File: config.mk
export PLATFORM = sky130hd
export DESIGN_NAME = prom_read_ctrl
export DESIGN_NICKNAME = d
export VERILOG_FILES = /design/src/rtl/prom_rd_pkg.sv /design/src/rtl/prom_rd_timer.sv /design/src/rtl/prom_rd_capture.sv /design/src/rtl/prom_read_ctrl.sv
export SDC_FILE = /design/constraint.sdc
export NUM_CORES = 1
export LEC_CHECK = 0
export BUFFER_PORTS_ARGS = -buffer_cell sky130_fd_sc_hd__buf_2
export CAP_MARGIN = 20
export CORE_ASPECT_RATIO = 0.8
export CORE_MARGIN = 4
export CORE_UTILIZATION = 43
export CTS_BUF_LIST = sky130_fd_sc_hd__clkbuf_2 sky130_fd_sc_hd__clkbuf_4 sky130_fd_sc_hd__clkbuf_8
export CTS_CLUSTER_SIZE = 28
export DETAILED_ROUTE_END_ITERATION = 6
export MAX_ROUTING_LAYER = met4
export PLACE_DENSITY = 0.83
export RECOVER_POWER = 25
export SETUP_SLACK_MARGIN = 0.3
export SYNTH_ARGS = -nofsm -noshare
export SYNTH_HDL_FRONTEND = slang
export SYNTH_HIERARCHICAL = 1
export SYNTH_SLANG_ARGS = --single-unit
File: constraint.sdc
create_clock -name clk -period 4.6 [get_ports clk]
set_input_delay 0.46 -clock clk [delete_from_list [all_inputs] [get_ports clk]]
set_output_delay 0.46 -clock clk [all_outputs]
set_load 0.01 [all_outputs]
File: src/rtl/prom_rd_pkg.sv
package prom_rd_pkg;

    typedef enum logic [1:0] {
        ST_IDLE      = 2'd0,
        ST_WAIT_DATA = 2'd1,
        ST_RECOVER   = 2'd2
    } prom_state_e;

    function automatic int imax(input int a, input int b);
        return (a > b) ? a : b;
    endfunction

endpackage

File: src/rtl/prom_rd_timer.sv
// Saturating cycle counter; clear restarts it at zero.
module prom_rd_timer #(
    parameter int CNT_W = 4
) (
    input  logic             clk,
    input  logic             rst_n,
    input  logic             clr,
    output logic [CNT_W-1:0] cnt
);

    always_ff @(posedge clk or negedge rst_n) begin
        if (!rst_n) begin
            cnt <= '1;
        end else if (clr) begin
            cnt <= '0;
        end else if (cnt != '1) begin
            cnt <= cnt + 1'b1;
        end
    end

endmodule

File: src/rtl/prom_rd_capture.sv
// Registers the ROM word on the sample edge and raises a one-cycle strobe.
module prom_rd_capture #(
    parameter int DATA_W = 16
) (
    input  logic              clk,
    input  logic              rst_n,
    input  logic              cap_en,
    input  logic [DATA_W-1:0] din,
    output logic              rsp_valid,
    output logic [DATA_W-1:0] rsp_data
);

    always_ff @(posedge clk or negedge rst_n) begin
        if (!rst_n) begin
            rsp_valid <= 1'b0;
            rsp_data  <= '0;
        end else begin
            rsp_valid <= cap_en;
            if (cap_en) begin
                rsp_data <= din;
            end
        end
    end

endmodule

File: src/rtl/prom_read_ctrl.sv
module prom_read_ctrl
    import prom_rd_pkg::*;
#(
    parameter int ADDR_W       = 18,
    parameter int DATA_W       = 16,
    parameter int T_ACC_CYC    = 9,
    parameter int T_CE_CYC     = 9,
    parameter int T_OE_CYC     = 5,
    parameter int T_DF_CYC     = 3,
    parameter bit IDLE_STANDBY = 1'b1
) (
    input  logic              clk,
    input  logic              rst_n,
    input  logic              req_valid,
    input  logic [ADDR_W-1:0] req_addr,
    output logic              req_ready,
    output logic              rsp_valid,
    output logic [DATA_W-1:0] rsp_data,
    output logic [ADDR_W-1:0] rom_addr,
    output logic              rom_ce_n,
    output logic              rom_oe_n,
    input  logic [DATA_W-1:0] rom_data
);

    // Longest access path decides the sample edge; OE is delayed by the slack.
    localparam int W_CYC   = imax(imax(T_ACC_CYC, T_CE_CYC), T_OE_CYC);
    localparam int OE_LEAD = W_CYC - T_OE_CYC;
    localparam int CNT_W   = $clog2(imax(W_CYC, T_DF_CYC) + 1);

    localparam logic [CNT_W-1:0] LAST_WAIT = CNT_W'(W_CYC - 1);
    localparam logic [CNT_W-1:0] OE_PRE    = CNT_W'(OE_LEAD - 1);
    localparam logic [CNT_W-1:0] REC_LAST  = CNT_W'(T_DF_CYC - 1);

    prom_state_e       state_q, state_d;
    logic [CNT_W-1:0]  cnt;
    logic              start;
    logic              wait_last;
    logic              rec_done;
    logic              oe_due;
    logic [ADDR_W-1:0] addr_q;
    logic              ce_q;
    logic              oe_q;

    assign wait_last = (state_q == ST_WAIT_DATA) && (cnt == LAST_WAIT);
    assign rec_done  = (state_q == ST_RECOVER) && (cnt == REC_LAST);
    assign req_ready = (state_q == ST_IDLE) || rec_done;
    assign start     = req_valid && req_ready;
    assign oe_due    = (OE_LEAD > 0) && (cnt == OE_PRE);

    prom_rd_timer #(.CNT_W(CNT_W)) i_timer (
        .clk   (clk),
        .rst_n (rst_n),
        .clr   (start || wait_last),
        .cnt   (cnt)
    );

    prom_rd_capture #(.DATA_W(DATA_W)) i_capture (
        .clk       (clk),
        .rst_n     (rst_n),
        .cap_en    (wait_last),
        .din       (rom_data),
        .rsp_valid (rsp_valid),
        .rsp_data  (rsp_data)
    );

    // Next-state logic
    always_comb begin
        state_d = state_q;
        unique case (state_q)
            ST_IDLE: begin
                if (start) state_d = ST_WAIT_DATA;        // start
            end
            ST_WAIT_DATA: begin
                if (wait_last) state_d = ST_RECOVER;      // capture
            end
            ST_RECOVER: begin
                if (start)         state_d = ST_WAIT_DATA; // restart
                else if (rec_done) state_d = ST_IDLE;      // settle
            end
            default: state_d = ST_IDLE;
        endcase
    end

    // State register
    always_ff @(posedge clk or negedge rst_n) begin
        if (!rst_n) state_q <= ST_IDLE;
        else        state_q <= state_d;
    end

    // ROM pin outputs
    always_ff @(posedge clk or negedge rst_n) begin
        if (!rst_n) begin
            addr_q <= '0;
            ce_q   <= 1'b1;
            oe_q   <= 1'b1;
        end else begin
            unique case (state_q)
                ST_IDLE, ST_RECOVER: begin
                    if (start) begin
                        addr_q <= req_addr;
                        ce_q   <= 1'b0;
                        oe_q   <= (OE_LEAD != 0);
                    end else if (IDLE_STANDBY) begin
                        ce_q   <= 1'b1;
                    end
                end
                ST_WAIT_DATA: begin
                    if (wait_last) begin
                        oe_q <= 1'b1;
                        ce_q <= IDLE_STANDBY;
                    end else if (oe_due) begin
                        oe_q <= 1'b0;
                    end
                end
                default: begin
                    oe_q <= 1'b1;
                end
            endcase
        end
    end

    assign rom_addr = addr_q;
    assign rom_ce_n = ce_q;
    assign rom_oe_n = oe_q;

endmodule

==> impl_metrics.yaml <==
critical_path:
  path_buf_inv: 0
  crit_required_ns: 4.82
  timing_worst_setup_path_type: "reg2reg"
  rrSetupSlack_ns: 2.29
  start_kind: "flop"
  end_kind: "flop"
  r2r-end: "i_timer/cnt[1]"
  r2r_start: "i_timer/cnt[1]"
  cp.arrival_ns: 2.52
  path_cells: "or4b_4 -> a21oi_4 -> a31o_2 -> nand2b_1 -> mux2i_1"
  slowest_delay_ns: 0.67
  reg2reg_depth: 5
  cpMaxStageDelayCell: "a21oi_4"
  cp_top_family: "compound AO/OA/AOI/OAI gates"
  crit_start: "i_timer/cnt[1]"
  path_max_fanout: 21
synthesis:
  yosys_warnings: 6
  ys_ff_latch: 43
  ys_top_cells_by_area: "dfrtp_1 49%, mux2_4 16%, dfstp_2 8.3%"
  syn-num-nets: 161
  syn_inst: 123
  ys_types: 32
  syn_area_per_cell_um2: 15.4
  syn_area_mm2: 0.00190
  synth-edff-count: 0
  synth_top_area_cell: "dfrtp_1"
  synthTopCellsByCount: "37 x dfrtp_1, 20 x mux2_4, 8 x nand2b_1"
  synth.most_common_cell: "dfrtp_1"
  ys_seq_area_frac: 0.572
  synth_top_area_frac: 0.488
  ys.flop_type: "dfrtp_1"
  synthArstFlopShare: 1.00
timing:
  setup_violations: 0
  fin_crit_ns: 2.31
  skew_ns: 0.00519
  rsz0062_at_grt: "no"
  worst_slew_pin_slew_ns: 2.17
  fin_ws_ns: 2.29
  layout_worst_path_cycle_share: 0.502
  hold_violations: 0
  drv_slew: 44
  holdWs_ns: 0.385
  fmax_ghz: 0.433
  slew_headroom: -0.448
  tns_ns: 0
place:
  post_dp_cell_area_mm2: 0.00228
  io_buffer_count: 74
  place.gp.congestion: 0.757
  place_ws_ns: 2.28
  dp_hpwl_um: 2540
run_status:
  outcome: "finished, violations left"
  violations: "max-capacitance violations, max-slew violations"
floorplan:
  die-area_mm2: 0.00554
  ios: 75
  die_h_um: 67.4
  rows: 21
  start_util: 0.448
  fp.dieW_um: 82.2
  core-area_mm2: 0.00423
global_routing:
  grt_max_degree: 44
  grt_use_total: 0.138
  grt_pass1_wl_um: 5510
  grt_pass1_vias: 1200
  antenna_found_initial: 0
  overflow: 0
route:
  top_layer: "met4"
  routed_via_density: 4.91
  ant_nets: 0
  drt_wl_total_um: 3530
  met1_length_um: 1710
  firstDrtPassIters: 4
  wl_met2_um: 1440
  post-route-drc-count: 0
  wl_per_cell_um: 13.7
  route.vias.total: 1266
  wl_met3_um: 324
  dr.first_iter.drc_count: 28
clock_tree:
  cts_inserted_buffers: 5
  ctsHoldBuffers: 0
  clock_sinks: 43
  htreeDepth: 2
  worstSkewPairLatency_ns: 0.29
  cts_tree: "done"
  path_clk_slew_ns: 0.07
  clockRootBuffer: "clkbuf_8"
  post_cts_buffers: 0
  ctsResizeCount: 0
  clk_path_buf_depth: 2
min_path:
  holdPathStages: 2
  min_to: "rom_addr[5]"
  min_from: "req_addr[5]"
  hold_class: "in2reg"
finish:
  drive_gt1_frac: 0.612
  multiInputGateArea_um2: 747
  fill_cells: 360
  syn_to_final_growth_pct: 25.1
  diodes: 0
  nets: 238
  fin_util: 0.560
  regArea_mm2: 0.00108
  design_area_mm2: 0.00237
run:
  cap_violations: 1
pwr:
  irDropWorstVdd_v: 0.000311
  power-per-cell-area_mw_per_mm2: 685
  p_leak_nw: 1.18
## layer usage
metal	vias to the layer above	GRT usage
li1	597	-
met1	605	0.188
met2	57	0.187
met3	7	0.0453
met4	0	0.0560
met5	-	-
## kinds of logic (layout without fill, tap and decap cells)
family / after synthesis / in the layout / share of synthesized area
and+or+nand+nor: 23 / 23 / 0.0772
muxes: 35 / 35 / 0.247
AOI/OAI and AO/OA: 14 / 14 / 0.0634
DFF: 43 / 43 / 0.572
adders and majority gates: 1 / 1 / 0.00660
buffers and inverters: 7 / 85 / 0.0343
## worst max-delay path by stage
| stage | slack, ns | depth (start not counted) | end |
|---|---|---|---|
| 2_1_floorplan | 2.77 | 4 | rom_addr[10] |
| 3_3_place_gp | 2.35 | 5 | i_timer/cnt[1] |
| 3_5_place_dp | 2.28 | 5 | i_timer/cnt[1] |
| 4_1_cts | 2.27 | 5 | i_timer/cnt[1] |
| 5_1_grt | 2.04 | 1 | i_capture/rsp_data[15] |
| 6_report | 2.29 | 5 | i_timer/cnt[1] |
## where the power goes
part	switching (mW)	internal [mW]
logic	0.305	0.384
registers	0.124	0.579
clock network	0.119	0.112
## state kept, by name (all words and copies together) (netlist names)
name and cells:
state_q 2, i_timer/cnt 4, i_capture/rsp_valid 1, rom_ce_n 1, i_capture/rsp_data 16, rom_oe_n 1, rom_addr 18
## per-stage QoR
stage          cells  total power [mW]
2_1_floorplan    123              1.17
3_3_place_gp     250              1.39
3_5_place_dp     250              1.40
4_1_cts          258              1.65
5_1_grt          258              1.75
6_report         258              1.62
## cell usage in the layout (no fill, tap or decap)
cell type,Yosys,layout
mux2_2,7,7
buf_2,0,73
or2_2,1,1
a21oi_1,3,3
nand3_1,2,2
inv_1,3,3
nand4_1,1,1
nand2b_1,8,8
o2bb2ai_1,1,1
nand2_1,1,1
dfrtp_1,37,37
a31oi_1,1,1
o41ai_1,1,1
clkbuf_8,0,5
mux2i_1,1,1
nor2_1,2,2
a31o_2,2,2
and3_1,1,1
mux2_1,7,7
nor3_2,1,1
a221o_1,1,1
a21oi_4,1,1
mux2_4,20,20
and3b_1,1,1
nor2b_1,3,3
nor3_1,1,1
clkbuf_4,0,1
o21ai_0,1,1
a211o_2,2,2
clkinvlp_4,0,1
clkinv_2,0,1
dfstp_2,6,6
clkbuf_1,0,1
or4b_4,1,1
a211oi_2,1,1
ha_1,1,1
## cell type report
type,count,share of cell area
Inverter,3,0.00475
Sequential cell,43,0.457
Clock inverter,2,0.00528
Timing Repair Buffer,74,0.156
Tap cell,57,0.0301
Clock buffer,6,0.0322
Multi-Input combinational cell,73,0.315
Power figures use the tool's default switching activity.
